`config.mk`:
```
export PLATFORM = sky130hd
export DESIGN_NAME = pinbus_target
export DESIGN_NICKNAME = d
export VERILOG_FILES = /design/src/rtl/pinbus_pkg.sv /design/src/rtl/pinbus_sync.sv /design/src/rtl/pinbus_ctrl.sv /design/src/rtl/pinbus_regs.sv /design/src/rtl/pinbus_target.sv
export SDC_FILE = /design/constraint.sdc
export NUM_CORES = 1
export LEC_CHECK = 0
export CORE_MARGIN = 2
export CORE_UTILIZATION = 47
export CTS_CLUSTER_DIAMETER = 60
export CTS_CLUSTER_SIZE = 25
export DETAILED_ROUTE_END_ITERATION = 8
export PLACE_DENSITY = 0.71
export SETUP_SLACK_MARGIN = 0.3
export SYNTH_ARGS = -nofsm -noshare
export SYNTH_HDL_FRONTEND = slang
export SYNTH_SLANG_ARGS = --single-unit
```
`constraint.sdc`:
```
create_clock -name clk -period 2.1 [get_ports clk]
set_input_delay 0.315 -clock clk [delete_from_list [all_inputs] [get_ports clk]]
set_output_delay 0.315 -clock clk [all_outputs]
set_load 0.005 [all_outputs]
```
`src/rtl/pinbus_pkg.sv`:
```
package pinbus_pkg;

  // Strobes issued by the control unit to the datapath each cycle.
  typedef struct packed {
    logic latchAddr;
    logic captureData;
    logic commitWrite;
    logic driveRead;
  } pinStrobes_t;

endpackage

```
`src/rtl/pinbus_sync.sv`:
```
// Multi-bit flop chain that brings asynchronous pins into the local clock domain.
module pinbus_sync #(
  parameter int WIDTH = 1,
  parameter int STAGES = 2,
  parameter logic [WIDTH-1:0] RESET_VAL = '0
) (
  input  logic             clk,
  input  logic             rstN,
  input  logic [WIDTH-1:0] din,
  output logic [WIDTH-1:0] dout
);

  logic [WIDTH-1:0] chain [STAGES];

  for (genvar s = 0; s < STAGES; s++) begin : gStage
    always_ff @(posedge clk or negedge rstN) begin
      if (!rstN) begin
        chain[s] <= RESET_VAL;
      end else begin
        if (s == 0) chain[s] <= din;
        else        chain[s] <= chain[(s == 0) ? 0 : s-1];
      end
    end
  end

  assign dout = chain[STAGES-1];

endmodule

```
`src/rtl/pinbus_ctrl.sv`:
```
// Phase decode and commit timing, working on the synchronised pins.
module pinbus_ctrl
  import pinbus_pkg::*;
(
  input  logic        clk,
  input  logic        rstN,
  input  logic        csSync,
  input  logic        rwSync,
  input  logic        adSync,
  output pinStrobes_t strobes
);

  logic csPrev;
  logic pendingWr;
  logic selected;
  logic csRise;

  assign selected = !csSync;
  assign csRise   = csSync && !csPrev;

  always_comb begin
    strobes.latchAddr   = selected && !adSync;
    strobes.captureData = selected &&  adSync && !rwSync;
    strobes.driveRead   = selected &&  adSync &&  rwSync;
    strobes.commitWrite = csRise && pendingWr;
  end

  always_ff @(posedge clk or negedge rstN) begin
    if (!rstN) begin
      csPrev    <= 1'b1;
      pendingWr <= 1'b0;
    end else begin
      csPrev <= csSync;
      if (strobes.captureData)      pendingWr <= 1'b1;
      else if (strobes.commitWrite) pendingWr <= 1'b0;
    end
  end

endmodule

```
`src/rtl/pinbus_regs.sv`:
```
// Address/data holding registers, state register file and read path.
module pinbus_regs
  import pinbus_pkg::*;
#(
  parameter int BUS_W    = 5,
  parameter int NUM_REGS = 8,
  parameter int SET_BASE = 'h18,
  parameter int GET_BASE = 'h10
) (
  input  logic                      clk,
  input  logic                      rstN,
  input  pinStrobes_t               strobes,
  input  logic [BUS_W-1:0]          busSync,
  output logic [BUS_W-1:0]          busOut,
  output logic                      busOe,
  output logic [NUM_REGS*BUS_W-1:0] regFlat
);

  localparam int IDX_W = (NUM_REGS > 1) ? $clog2(NUM_REGS) : 1;
  localparam logic [BUS_W-1:0] SET_V = BUS_W'(SET_BASE);
  localparam logic [BUS_W-1:0] GET_V = BUS_W'(GET_BASE);
  localparam logic [BUS_W-1:0] CNT_V = BUS_W'(NUM_REGS);

  logic [BUS_W-1:0] addrReg;
  logic [BUS_W-1:0] dataReg;
  logic [BUS_W-1:0] regFile [NUM_REGS];
  logic [BUS_W-1:0] setOff, getOff;
  logic             setHit, getHit;
  logic [IDX_W-1:0] setIdx, getIdx;
  logic [BUS_W-1:0] readVal;

  // Window decode on the latched address.
  always_comb begin
    setOff  = addrReg - SET_V;
    getOff  = addrReg - GET_V;
    setHit  = (addrReg >= SET_V) && (setOff < CNT_V);
    getHit  = (addrReg >= GET_V) && (getOff < CNT_V);
    setIdx  = setOff[IDX_W-1:0];
    getIdx  = getOff[IDX_W-1:0];
    readVal = getHit ? regFile[getIdx] : '0;
  end

  always_ff @(posedge clk or negedge rstN) begin
    if (!rstN) begin
      addrReg <= '0;
      dataReg <= '0;
    end else begin
      if (strobes.latchAddr)   addrReg <= busSync;
      if (strobes.captureData) dataReg <= busSync;
    end
  end

  for (genvar i = 0; i < NUM_REGS; i++) begin : gReg
    always_ff @(posedge clk or negedge rstN) begin
      if (!rstN) begin
        regFile[i] <= '0;
      end else if (strobes.commitWrite && setHit && (setIdx == IDX_W'(i))) begin
        regFile[i] <= dataReg;
      end
    end
    assign regFlat[i*BUS_W +: BUS_W] = regFile[i];
  end

  always_ff @(posedge clk or negedge rstN) begin
    if (!rstN) begin
      busOe  <= 1'b0;
      busOut <= '0;
    end else begin
      busOe  <= strobes.driveRead;
      busOut <= strobes.driveRead ? readVal : '0;
    end
  end

endmodule

```
`src/rtl/pinbus_target.sv`:
```
// Thin top: pin synchronisers, control unit and datapath.
module pinbus_target
  import pinbus_pkg::*;
#(
  parameter int BUS_W       = 5,
  parameter int NUM_REGS    = 8,
  parameter int SYNC_STAGES = 2
) (
  input  logic             clk,
  input  logic             rstN,
  input  logic             csN,
  input  logic             rdWr,
  input  logic             adSel,
  input  logic [BUS_W-1:0] busIn,
  output logic [BUS_W-1:0] busOut,
  output logic             busOe
);

  localparam int PIN_W = BUS_W + 3;

  logic [PIN_W-1:0]          pinsRaw, pinsSync;
  logic                      csSync, rwSync, adSync;
  logic [BUS_W-1:0]          busSync;
  pinStrobes_t               strobes;
  logic [NUM_REGS*BUS_W-1:0] regFlat;

  assign pinsRaw = {csN, rdWr, adSel, busIn};

  pinbus_sync #(
    .WIDTH(PIN_W), .STAGES(SYNC_STAGES),
    .RESET_VAL({3'b111, {BUS_W{1'b0}}})
  ) uSync (
    .clk(clk), .rstN(rstN), .din(pinsRaw), .dout(pinsSync)
  );

  assign {csSync, rwSync, adSync, busSync} = pinsSync;

  pinbus_ctrl uCtrl (
    .clk(clk), .rstN(rstN), .csSync(csSync), .rwSync(rwSync),
    .adSync(adSync), .strobes(strobes)
  );

  pinbus_regs #(
    .BUS_W(BUS_W), .NUM_REGS(NUM_REGS), .SET_BASE('h18), .GET_BASE('h10)
  ) uRegs (
    .clk(clk), .rstN(rstN), .strobes(strobes), .busSync(busSync),
    .busOut(busOut), .busOe(busOe), .regFlat(regFlat)
  );

endmodule

```
==> reports/metrics.json, run 1 <==
{
  "synth.lib_cells_used.distinct": {"value": 34},
  "hold_path_startpoint": {"value": "uSync.chain[8]"},
  "share_clk_of_total_power": {"value": 36.6, "unit": "%"},
  "crit_type": {"value": "reg -> reg"},
  "yosysTopAreaCell": {"value": "sky130_fd_sc_hd__dfrtp_1"},
  "synthesized_instance_count": {"value": 194},
  "synth_top_flop_cell": {"value": "sky130_fd_sc_hd__dfrtp_1"},
  "syn-mean-instance-area": {"value": 15.7, "unit": "um^2"},
  "clk_pin_slew": {"value": 0.08, "unit": "ns"},
  "clock_h_tree_levels": {"value": 3},
  "netlist_area": {"value": 3040, "unit": "um^2"},
  "async_reset_ff_share": {"value": 100, "unit": "%"},
  "die_area": {"value": 7120, "unit": "um^2"},
  "power.sequential.fraction": {"value": 52.6, "unit": "%"},
  "swShare": {"value": 25.3, "unit": "%"},
  "worstReg2RegStart": {"value": "uRegs.addrReg[2]"},
  "finalSetupTns": {"value": 0, "unit": "ns"},
  "cts_max_path_buffers": {"value": 2},
  "post_layout_power": {"value": 0.00326, "unit": "W"},
  "report.final.setup_viol": {"value": 0},
  "comb_power_share": {"value": 10.8, "unit": "%"},
  "grt_pass1_vias": {"value": 1734},
  "gr-usage-all-layers": {"value": 16.8, "unit": "%"},
  "skew": {"value": 0.00725, "unit": "ns"},
  "holdWs": {"value": 0.350, "unit": "ns"},
  "finalCriticalPeriod": {"value": 1.68, "unit": "ns"},
  "critical_path_peak_fanout": {"value": 11},
  "ys_seq_elements": {"value": 74},
  "portBuffers": {"value": 15},
  "yosysWarnings": {"value": 0},
  "ios": {"value": 16},
  "hold_path_depth": {"value": 0},
  "initial_core_util": {"value": 48.1, "unit": "%"},
  "ir_drop_worst_vdd": {"value": 0.500, "unit": "mV"},
  "actual_transition_at_the_worst_max_transition_pin": {"value": 0.705, "unit": "ns"},
  "antenna_found_initial": {"value": 0},
  "detail_route.first_pass.iterations": {"value": 4},
  "cellInternalPower": {"value": 0.00244, "unit": "W"},
  "drt_iter0_markers": {"value": 81},
  "tritoncts": {"value": "done"},
  "r2r_end": {"value": "uRegs.regFlat[30]"},
  "route.detailed.drc": {"value": 0},
  "synth-edff-count": {"value": 0},
  "setup_slack": {"value": 0.420, "unit": "ns"},
  "viasPerCell": {"value": 5.49},
  "synth_top_area_share": {"value": 55.2, "unit": "%"},
  "run_status": {"value": "complete, no violations"},
  "synthTopCellsByArea": {"value": "sky130_fd_sc_hd__dfrtp_1, sky130_fd_sc_hd__mux2_2, sky130_fd_sc_hd__dfstp_2, sky130_fd_sc_hd__nor2b_1, sky130_fd_sc_hd__mux2_1"},
  "finish.cell_count_without_fillers": {"value": 299},
  "place_inst": {"value": 282},
  "tightest_slew_margin_relative_to_the_limit": {"value": 51.8, "unit": "%"},
  "overflow": {"value": 0},
  "cp-end-kind": {"value": "flop"},
  "slew_viol_final": {"value": 0},
  "startpoint_type": {"value": "flop"},
  "worst-endpoint-required": {"value": 2.32, "unit": "ns"},
  "ratio_of_cells_with_drive_above_1_in_the_final_layout": {"value": 41.9, "unit": "%"},
  "syn_nets": {"value": 204},
  "antenna_violating_nets_left": {"value": 0},
  "clk-insertion-delay-late": {"value": 0.34, "unit": "ns"},
  "cts_sinks": {"value": 74},
  "cellPowerDensity": {"value": 931, "unit": "nW/um^2"},
  "leakage": {"value": 1.59, "unit": "nW"},
  "worst-endpoint-arrival": {"value": 1.90, "unit": "ns"},
  "r2r.worst_path.cells": {"value": 3},
  "detailed_place_hpwl": {"value": 3410, "unit": "um"},
  "ctsRootBufferMaster": {"value": "sky130_fd_sc_hd__clkbuf_8"},
  "dr_total_vias": {"value": 1641},
  "std_cell_rows": {"value": 29},
  "post-place-ws": {"value": 0.287, "unit": "ns"},
  "max_cap_viol_count": {"value": 0},
  "min_to": {"value": "uSync.dout[0]"},
  "diodes": {"value": 0},
  "number_of_buffers_created_by_cts": {"value": 9},
  "wl_per_cell": {"value": 17.6, "unit": "um"},
  "worstHoldPathType": {"value": "reg -> reg"},
  "grt_setup_unrepaired": {"value": "yes"},
  "report.final.hold_viol_count": {"value": 0},
  "r2r_slack": {"value": 0.42, "unit": "ns"},
  "chipHeight": {"value": 84.4, "unit": "um"},
  "synth_sequential_area_ratio": {"value": 61.3, "unit": "%"},
  "totalWireLength": {"value": 5260, "unit": "um"},
  "syn2layout_area_growth": {"value": 15.3, "unit": "%"},
  "die_width": {"value": 84.4, "unit": "um"},
  "finish.net_count": {"value": 227},
  "routabilityCongestion": {"value": 0.748},
  "max_freq": {"value": 0.595, "unit": "GHz"},
  "core_region_area": {"value": 6310, "unit": "um^2"},
  "fin_crit_sh": {"value": 80.0, "unit": "%"},
  "power.switching": {"value": 0.000823, "unit": "W"},
  "grt_max_degree": {"value": 75},
  "grt_first_pass_wirelength": {"value": 9020, "unit": "um"}
}
synth_stat cells (all sizes together) (2+ instances only):
library cell / n
a2111oi: 5
a211oi: 5
buf: 6
dfrtp: 67
dfstp: 7
mux2: 59
nand2: 2
nand2b: 3
nand3: 2
nor2: 2
nor2b: 10
nor3b: 2
nor4: 7
o22ai: 5
power groups by stage:
stage / Sequential (W) / Combinational [W] / Clock [W]
after floorplan: 0.00167 / 0.000279 / 0
after global placement: 0.00174 / 0.000343 / 0
after detailed placement: 0.00174 / 0.000354 / 0
after CTS: 0.00172 / 0.000356 / 0.00123
after global routing: 0.00174 / 0.000389 / 0.00129
final: 0.00172 / 0.000351 / 0.00119
logic make-up (layout without fill, tap and decap cells):
group	count (synthesis)	count (layout)	share of synthesized area, %
DFF	74	74	61.3
muxes	59	59	21.9
AOI/OAI and AO/OA	17	17	4.12
and+or+nand+nor	36	36	11.0
buffers and inverters	8	36	1.69
metrics by stage:
| stage | cell area, um^2 | util, % |
|---|---|---|
| after floorplan | 3040 | - |
| after global placement | 3270 | 51.7 |
| after detailed placement | 3270 | 51.7 |
| after CTS | 3490 | 55.4 |
| after global routing | 3500 | 55.4 |
| final | 3500 | 55.4 |
worst max-delay path: stages, from the launching register on:
cell and delay [ns]:
sky130_fd_sc_hd__dfrtp_2 0.50, sky130_fd_sc_hd__nand4_4 0.20, sky130_fd_sc_hd__nor4b_4 0.47, sky130_fd_sc_hd__mux2_2 0.38
worst max path at each step:
stage                     startpoint  slack (ns)           endpoint
finish              uRegs.addrReg[2]        0.42  uRegs.regFlat[30]
global route           uSync.dout[7]        0.27   uRegs.regFlat[1]
CTS                 uRegs.addrReg[1]        0.35  uRegs.regFlat[31]
detailed placement  uRegs.addrReg[2]        0.29  uRegs.regFlat[30]
global placement    uRegs.addrReg[2]        0.28  uRegs.regFlat[31]
floorplan              uSync.dout[7]        0.58  uRegs.regFlat[30]
state kept, by name, summed over array words and instances, names as in the netlist:
| signal | flops |
|---|---|
| uCtrl.csPrev | 1 |
| uRegs.regFlat | 40 |
| uRegs.busOut | 5 |
| uSync.chain | 8 |
| uRegs.busOe | 1 |
| uSync.dout | 8 |
| uCtrl.pendingWr | 1 |
| uRegs.dataReg | 5 |
| uRegs.addrReg | 5 |
layer usage:
layer,part of all wire [%],global-route usage (%),up-vias
li1,-,-,761
met1,48,24.2,847
met2,47,23.6,24
met3,3.6,5.01,9
met4,1.7,7.65,0
met5,0,0,-
placed cells by master, fill, tap and decap left out, drive strengths merged:
| cell type | Yosys | routed |
|---|---|---|
| dfrtp | 67 | 67 |
| mux2 | 59 | 59 |
| clkdlybuf4s50 | 0 | 14 |
| nor2b | 10 | 10 |
| clkbuf | 1 | 10 |
| dfstp | 7 | 7 |
| nor4 | 7 | 7 |
| a2111oi | 5 | 5 |
| a211oi | 5 | 5 |
| o22ai | 5 | 5 |
| buf | 6 | 4 |
| nand2b | 3 | 3 |
| nand2 | 2 | 2 |
| nand3 | 2 | 2 |
| bufinv | 0 | 2 |
| inv | 1 | 2 |
| nor2 | 2 | 2 |
| nor3b | 2 | 2 |
| clkinv | 0 | 2 |
| and3b | 1 | 1 |
| and2 | 1 | 1 |
| nand3b | 1 | 1 |
| nand4 | 1 | 1 |
| nand4b | 1 | 1 |
| and4b | 1 | 1 |
| nand4bb | 1 | 1 |
| a21o | 1 | 1 |
| nor4b | 1 | 1 |
| o21ai | 1 | 1 |
| clkinvlp | 0 | 1 |
| dlygate4sd3 | 0 | 1 |
layout make-up:
class / instances / area [um^2]
fill: 525 / 2810
sequential: 74 / 1860
timing repair buffer: 19 / 190
inverter: 1 / 3.75
clock buffer: 10 / 128
multi-input combinational: 112 / 1130
tap: 77 / 96.3
clock inverter: 6 / 90.1
repair_timing:
item | in CTS | in global routing
resized for setup | 1 | 2
setup buffers | 0 | 0
cloned | 0 | 0
hold buffers | 1 | 0
setup endpoints to repair | 10 | 19
endpoints found under the hold margin | 11 | 0
No activity file was read; power rests on OpenSTA's default activity.
==> run 2, diff against run 1 <==
--- a/config.mk
+++ b/config.mk
@@ -10,7 +10,7 @@
 export CTS_CLUSTER_DIAMETER = 60
 export CTS_CLUSTER_SIZE = 25
 export DETAILED_ROUTE_END_ITERATION = 8
-export PLACE_DENSITY = 0.71
+export PLACE_DENSITY = 0.73
 export SETUP_SLACK_MARGIN = 0.3
 export SYNTH_ARGS = -nofsm -noshare
 export SYNTH_HDL_FRONTEND = slang
==> constraint.sdc (replaced) <==
create_clock -name clk -period 1.45 [get_ports clk]
set_input_delay 0.2175 -clock clk [delete_from_list [all_inputs] [get_ports clk]]
set_output_delay 0.2175 -clock clk [all_outputs]
set_load 0.005 [all_outputs]
==> run 2 against run 1 <==
The run now ends with negative setup slack left. Critical endpoint is now uRegs.regFlat[28]. Power increased by 66%. Via count is 14% higher. Sequential share of layout area down 10 points. Die area unchanged. Clock skew rose by 0.0010 ns. Routed wire length rose by 37%. Critical path type unchanged. Cell area increased by 24%. Combinational power increased to 3.2 times the previous value.
==> reports/metrics.json, run 2 (synthesis results as in run 1) <==
{
  "cellPowerDensity": {"value": 1250, "unit": "nW/um^2"},
  "final_non_filler_cell_area": {"value": 4330, "unit": "um^2"},
  "gr-usage-all-layers": {"value": 20.5, "unit": "%"},
  "wl_per_cell": {"value": 21.1, "unit": "um"},
  "leakage": {"value": 1.94, "unit": "nW"},
  "run_status": {"value": "finished, violations left"},
  "critical_path_peak_fanout": {"value": 5},
  "antenna_found_initial": {"value": 0},
  "chipHeight": {"value": 84.4, "unit": "um"},
  "clk-insertion-delay-late": {"value": 0.35, "unit": "ns"},
  "tightest_slew_margin_relative_to_the_limit": {"value": 68.5, "unit": "%"},
  "viasPerCell": {"value": 5.48},
  "grt_setup_unrepaired": {"value": "yes"},
  "totalWireLength": {"value": 7190, "unit": "um"},
  "finish.cell_count_without_fillers": {"value": 341},
  "worst-endpoint-arrival": {"value": 1.82, "unit": "ns"},
  "crit_type": {"value": "reg -> reg"},
  "diodes": {"value": 0},
  "grt_first_pass_wirelength": {"value": 10800, "unit": "um"},
  "die_width": {"value": 84.4, "unit": "um"},
  "slew_viol_final": {"value": 0},
  "layout.cells.most_common": {"value": "sky130_fd_sc_hd__dfrtp_1"},
  "setup_slack": {"value": -0.140, "unit": "ns"},
  "clock_h_tree_levels": {"value": 3},
  "violations_in_the_final_reports": {"value": "negative setup slack"},
  "grt_pass1_vias": {"value": 1983},
  "ratio_of_cells_with_drive_above_1_in_the_final_layout": {"value": 64.8, "unit": "%"},
  "syn2layout_area_growth": {"value": 42.6, "unit": "%"},
  "overflow": {"value": 0},
  "critPathMaxStageDelay": {"value": 0.60, "unit": "ns"},
  "holdWs": {"value": 0.274, "unit": "ns"},
  "cp_slowest_cell": {"value": "sky130_fd_sc_hd__dfstp_2"},
  "cts_max_path_buffers": {"value": 2},
  "core_region_area": {"value": 6310, "unit": "um^2"},
  "report.final.setup_viol": {"value": 40},
  "worstHoldPathType": {"value": "in -> reg"},
  "largest_register_ffs": {"value": 40},
  "grt_max_degree": {"value": 75},
  "worst-endpoint-required": {"value": 1.68, "unit": "ns"},
  "max_freq": {"value": 0.629, "unit": "GHz"},
  "cts_sinks": {"value": 74},
  "place_inst": {"value": 305},
  "detailed_place.area": {"value": 3490, "unit": "um^2"},
  "route.detailed.drc": {"value": 0},
  "ctsRootBufferMaster": {"value": "sky130_fd_sc_hd__clkbuf_8"},
  "routabilityCongestion": {"value": 0.772},
  "initial_core_util": {"value": 48.1, "unit": "%"},
  "utilization": {"value": 68.6, "unit": "%"},
  "portBuffers": {"value": 15},
  "report.final.hold_viol_count": {"value": 0},
  "dr_total_vias": {"value": 1868},
  "clk_pin_slew": {"value": 0.08, "unit": "ns"},
  "ir_drop_worst_vdd": {"value": 0.666, "unit": "mV"},
  "finish.net_count": {"value": 269},
  "antenna_violating_nets_left": {"value": 0},
  "number_of_buffers_created_by_cts": {"value": 9},
  "drt_iter0_markers": {"value": 100},
  "layout.cells.most_common_list": {"value": "sky130_fd_sc_hd__dfrtp_1, sky130_fd_sc_hd__mux2_4, sky130_fd_sc_hd__buf_4"},
  "startpoint_type": {"value": "flop"},
  "finalCriticalPeriod": {"value": 1.59, "unit": "ns"},
  "max_cap_viol_count": {"value": 0},
  "r2r_slack": {"value": -0.14, "unit": "ns"},
  "critical_path.cell_chain": {"value": "nand2b_4 > buf_4 > nor4_4 > buf_6 > mux2_4"},
  "detailed_place_hpwl": {"value": 3800, "unit": "um"},
  "std_cell_rows": {"value": 29},
  "fin_crit_sh": {"value": 110, "unit": "%"},
  "cp-end-kind": {"value": "flop"},
  "ios": {"value": 16},
  "skew": {"value": 0.00828, "unit": "ns"},
  "tritoncts": {"value": "done"},
  "die_area": {"value": 7120, "unit": "um^2"},
  "detail_route.first_pass.iterations": {"value": 4},
  "actual_transition_at_the_worst_max_transition_pin": {"value": 0.472, "unit": "ns"}
}
-- run 2: routing by layer --
| metal | global-route usage, % | part of all wire, % | vias to the layer above |
|---|---|---|---|
| met5 | 0 | 0 | - |
| met4 | 10.2 | 2.6 | 0 |
| met3 | 5.41 | 3.8 | 14 |
| met2 | 31.7 | 51 | 34 |
| met1 | 27.0 | 42 | 974 |
| li1 | - | - | 846 |
-- run 2: what timing repair did --
item	in CTS	in global routing
hold buffers	1	0
hold endpoints to repair	67	0
setup endpoints to repair	62	60
setup buffers	12	6
pin swaps	17	9
gates cloned	1	0
gates resized for setup	89	33
-- run 2: cell type report --
cell class                 instances  area, um^2
inverter                           1        3.75
clock buffer                      10         128
fill                             418        1980
clock inverter                     6        90.1
sequential                        74        1860
timing repair buffer              61         589
multi-input combinational        112        1560
tap                               77        96.3
-- run 2: per-stage QoR --
stage          total power [W]  setup WS [ns]  setup TNS (ns)
2_1_floorplan          0.00287        -0.0687           -1.01
3_3_place_gp           0.00316         -0.138           -1.44
3_5_place_dp           0.00319         -0.117           -1.93
4_1_cts                0.00523        -0.0850           -1.84
5_1_grt                0.00559         -0.180           -5.22
6_report               0.00540         -0.140           -3.23
-- run 2: worst paths after layout --
| path | from | to | cells past startpoint |
|---|---|---|---|
| worst min register to register | uSync.chain[11] | uSync.dout[3] | 0 |
| min in group asynchronous | rstN | uRegs.dataReg[4] | 3 |
| max in group asynchronous | rstN | uCtrl.csPrev | 3 |
| worst max register to register | uSync.dout[7] | uRegs.regFlat[28] | 5 |
| worst min-delay path | rdWr | uSync.chain[14] | 1 |
| worst max-delay path | uSync.dout[7] | uRegs.regFlat[28] | 5 |
-- run 2: where the power goes --
| group | total [W] | internal [W] | switching (W) | leakage [nW] |
|---|---|---|---|---|
| logic | 0.00111 | 0.000642 | 0.000471 | 0.877 |
| registers | 0.00251 | 0.00227 | 0.000240 | 0.952 |
| clock network | 0.00177 | 0.000976 | 0.000796 | 0.107 |
| total | 0.00540 | 0.00389 | 0.00151 | 1.94 |
-- run 2: worst max-delay path: cells and delay by family, from the launching register on --
kind,cells,cell delay (ns)
AND/OR/NAND/NOR,2,0.25
flip-flops,1,0.60
multiplexers,1,0.30
buffers and inverters,2,0.32
==> run 3, diff against run 2 <==
--- a/config.mk
+++ b/config.mk
@@ -11,7 +11,7 @@
 export CTS_CLUSTER_SIZE = 25
 export DETAILED_ROUTE_END_ITERATION = 8
 export PLACE_DENSITY = 0.73
-export SETUP_SLACK_MARGIN = 0.3
+export SETUP_SLACK_MARGIN = 0.05
 export SYNTH_ARGS = -nofsm -noshare
 export SYNTH_HDL_FRONTEND = slang
 export SYNTH_SLANG_ARGS = --single-unit
==> run 3 against run 2 <==
The flow still finishes with violations (negative setup slack). Sequential share of layout area grew 2.0 points. Core utilization shrank 2.9 points. Cell count shrank 2.6%. Power shrank 5.1%. Flip-flop and latch count is the same. Global-route usage shrank 1.4 points. Maximum frequency grew 3.2%. Critical path type unchanged. Largest cell class unchanged.
==> reports/metrics.json, run 3 (synthesis results as in run 1) <==
{
  "topRoutingLayerUsed": {"value": "met4"},
  "totalWireLength": {"value": 6220, "unit": "um"},
  "ios": {"value": 16},
  "number_of_buffers_created_by_cts": {"value": 9},
  "max_cap_viol_count": {"value": 0},
  "grt_first_pass_wirelength": {"value": 10200, "unit": "um"},
  "diodes": {"value": 0},
  "antenna_found_initial": {"value": 0},
  "core_region_area": {"value": 6310, "unit": "um^2"},
  "clk-insertion-delay-late": {"value": 0.36, "unit": "ns"},
  "ratio_of_cells_with_drive_above_1_in_the_final_layout": {"value": 63.9, "unit": "%"},
  "crit_path_start": {"value": "uSync.dout[7]"},
  "largest_register_ffs": {"value": 40},
  "worstReg2RegStart": {"value": "uSync.dout[7]"},
  "routed-wl-met2": {"value": 3020, "unit": "um"},
  "setup_slack": {"value": -0.0913, "unit": "ns"},
  "grt_max_degree": {"value": 45},
  "finish.cell_count_without_fillers": {"value": 332},
  "worst_path_bufs_invs": {"value": 1},
  "chipHeight": {"value": 84.4, "unit": "um"},
  "die_width": {"value": 84.4, "unit": "um"},
  "route.detailed.drc": {"value": 0},
  "startpoint_type": {"value": "flop"},
  "max_freq": {"value": 0.649, "unit": "GHz"},
  "critical_path.cell_chain": {"value": "buf_4 > nand4b_4 > nor2_4 > mux2_2"},
  "dr_wl_met3": {"value": 161, "unit": "um"},
  "r2r_slack": {"value": -0.09, "unit": "ns"},
  "cellPowerDensity": {"value": 1240, "unit": "nW/um^2"},
  "tritoncts": {"value": "done"},
  "run_status": {"value": "finished, violations left"},
  "grt_setup_unrepaired": {"value": "yes"},
  "drt_iter0_markers": {"value": 70},
  "skew": {"value": 0.0102, "unit": "ns"},
  "wl_per_cell": {"value": 18.7, "unit": "um"},
  "tightest_slew_margin_relative_to_the_limit": {"value": 72.0, "unit": "%"},
  "clk_pin_slew": {"value": 0.09, "unit": "ns"},
  "actual_transition_at_the_worst_max_transition_pin": {"value": 0.421, "unit": "ns"},
  "worst-endpoint-required": {"value": 1.69, "unit": "ns"},
  "critPathMaxStageDelay": {"value": 0.58, "unit": "ns"},
  "dr_total_vias": {"value": 1788},
  "grt_pass1_vias": {"value": 1942},
  "cts_max_path_buffers": {"value": 2},
  "ir_drop_worst_vdd": {"value": 0.853, "unit": "mV"},
  "gr-usage-all-layers": {"value": 19.1, "unit": "%"},
  "detail_route.first_pass.iterations": {"value": 4},
  "viasPerCell": {"value": 5.39},
  "routabilityCongestion": {"value": 0.751},
  "leakage": {"value": 1.90, "unit": "nW"},
  "report.final.hold_viol_count": {"value": 0},
  "wl_met1": {"value": 2880, "unit": "um"},
  "syn2layout_area_growth": {"value": 36.5, "unit": "%"},
  "finalCriticalPeriod": {"value": 1.54, "unit": "ns"},
  "overflow": {"value": 0},
  "layout.cells.most_common_list": {"value": "sky130_fd_sc_hd__dfrtp_1, sky130_fd_sc_hd__mux2_2, sky130_fd_sc_hd__mux2_4"},
  "layout.cells.most_common": {"value": "sky130_fd_sc_hd__dfrtp_1"},
  "worst-endpoint-arrival": {"value": 1.78, "unit": "ns"},
  "portBuffers": {"value": 15},
  "clock_h_tree_levels": {"value": 3},
  "slew_viol_final": {"value": 0},
  "worstHoldPathType": {"value": "in -> async"},
  "utilization": {"value": 65.7, "unit": "%"},
  "cts_sinks": {"value": 74},
  "antenna_violating_nets_left": {"value": 0},
  "critical_path_peak_fanout": {"value": 5},
  "ctsRootBufferMaster": {"value": "sky130_fd_sc_hd__clkbuf_8"},
  "cp_slowest_cell": {"value": "sky130_fd_sc_hd__dfstp_2"},
  "place_inst": {"value": 307},
  "crit_type": {"value": "reg -> reg"},
  "report.final.setup_viol": {"value": 38},
  "detailed_place_hpwl": {"value": 3860, "unit": "um"},
  "cp-end-kind": {"value": "flop"},
  "finish.net_count": {"value": 260},
  "fin_crit_sh": {"value": 106, "unit": "%"},
  "std_cell_rows": {"value": 29},
  "area_taken_by_multi_input_logic_gates": {"value": 1470, "unit": "um^2"},
  "fill_cells": {"value": 451},
  "violations_in_the_final_reports": {"value": "negative setup slack"},
  "timing.critical_path.max_delay_family": {"value": "flip-flops"},
  "initial_core_util": {"value": 48.1, "unit": "%"},
  "seq_area": {"value": 1870, "unit": "um^2"},
  "die_area": {"value": 7120, "unit": "um^2"}
}
==> run 3: worst paths after layout <==
path,cells past startpoint,endpoint
worst min register to register,0,uSync.dout[6]
worst max register to register,4,uRegs.regFlat[36]
max in group asynchronous,3,uSync.dout[7]
worst min-delay path,2,uSync.chain[11]
min in group clk,1,uSync.chain[13]
worst max-delay path,4,uRegs.regFlat[36]
==> run 3: metrics by stage <==
stage	hold slack (ns)	instance area, um^2	setup TNS, ns	setup slack (ns)	power, W
2_1_floorplan	-0.0781	3050	-1.01	-0.0687	0.00283
3_3_place_gp	0.0766	3480	-1.81	-0.0912	0.00314
3_5_place_dp	0.0900	3480	-2.47	-0.131	0.00316
4_1_cts	0.230	3880	-1.51	-0.0710	0.00494
5_1_grt	0.242	4150	-3.97	-0.143	0.00536
6_report	0.242	4150	-1.88	-0.0913	0.00512
==> run 3: cell type report <==
type / count / area share (%)
Clock inverter: 7 / 2.05
Multi-Input combinational cell: 112 / 35.5
Timing Repair Buffer: 52 / 12.1
Inverter: 1 / 0.0906
Tap cell: 77 / 2.32
Sequential cell: 74 / 45.0
Clock buffer: 9 / 2.99
==> run 3: repair_timing <==
| item | CTS | global route |
|---|---|---|
| endpoints found under the hold margin | 15 | 0 |
| cloned | 0 | 0 |
| setup buffers | 5 | 3 |
| hold buffers | 1 | 0 |
| setup endpoints to repair | 49 | 47 |
| pin swaps | 4 | 6 |
| resized for setup | 42 | 50 |
==> run 3: where the power goes <==
group	total [W]	switching (W)	internal, W
sequential	0.00250	0.000222	0.00227
combinational	0.000978	0.000420	0.000558
clock	0.00165	0.000822	0.000826
==> run 3: layer usage <==
metal | vias to the layer above | global-route usage, %
li1 | 828 | -
met4 | 0 | 10.2
met1 | 921 | 26.0
met3 | 15 | 4.82
met2 | 24 | 28.4
met5 | - | 0
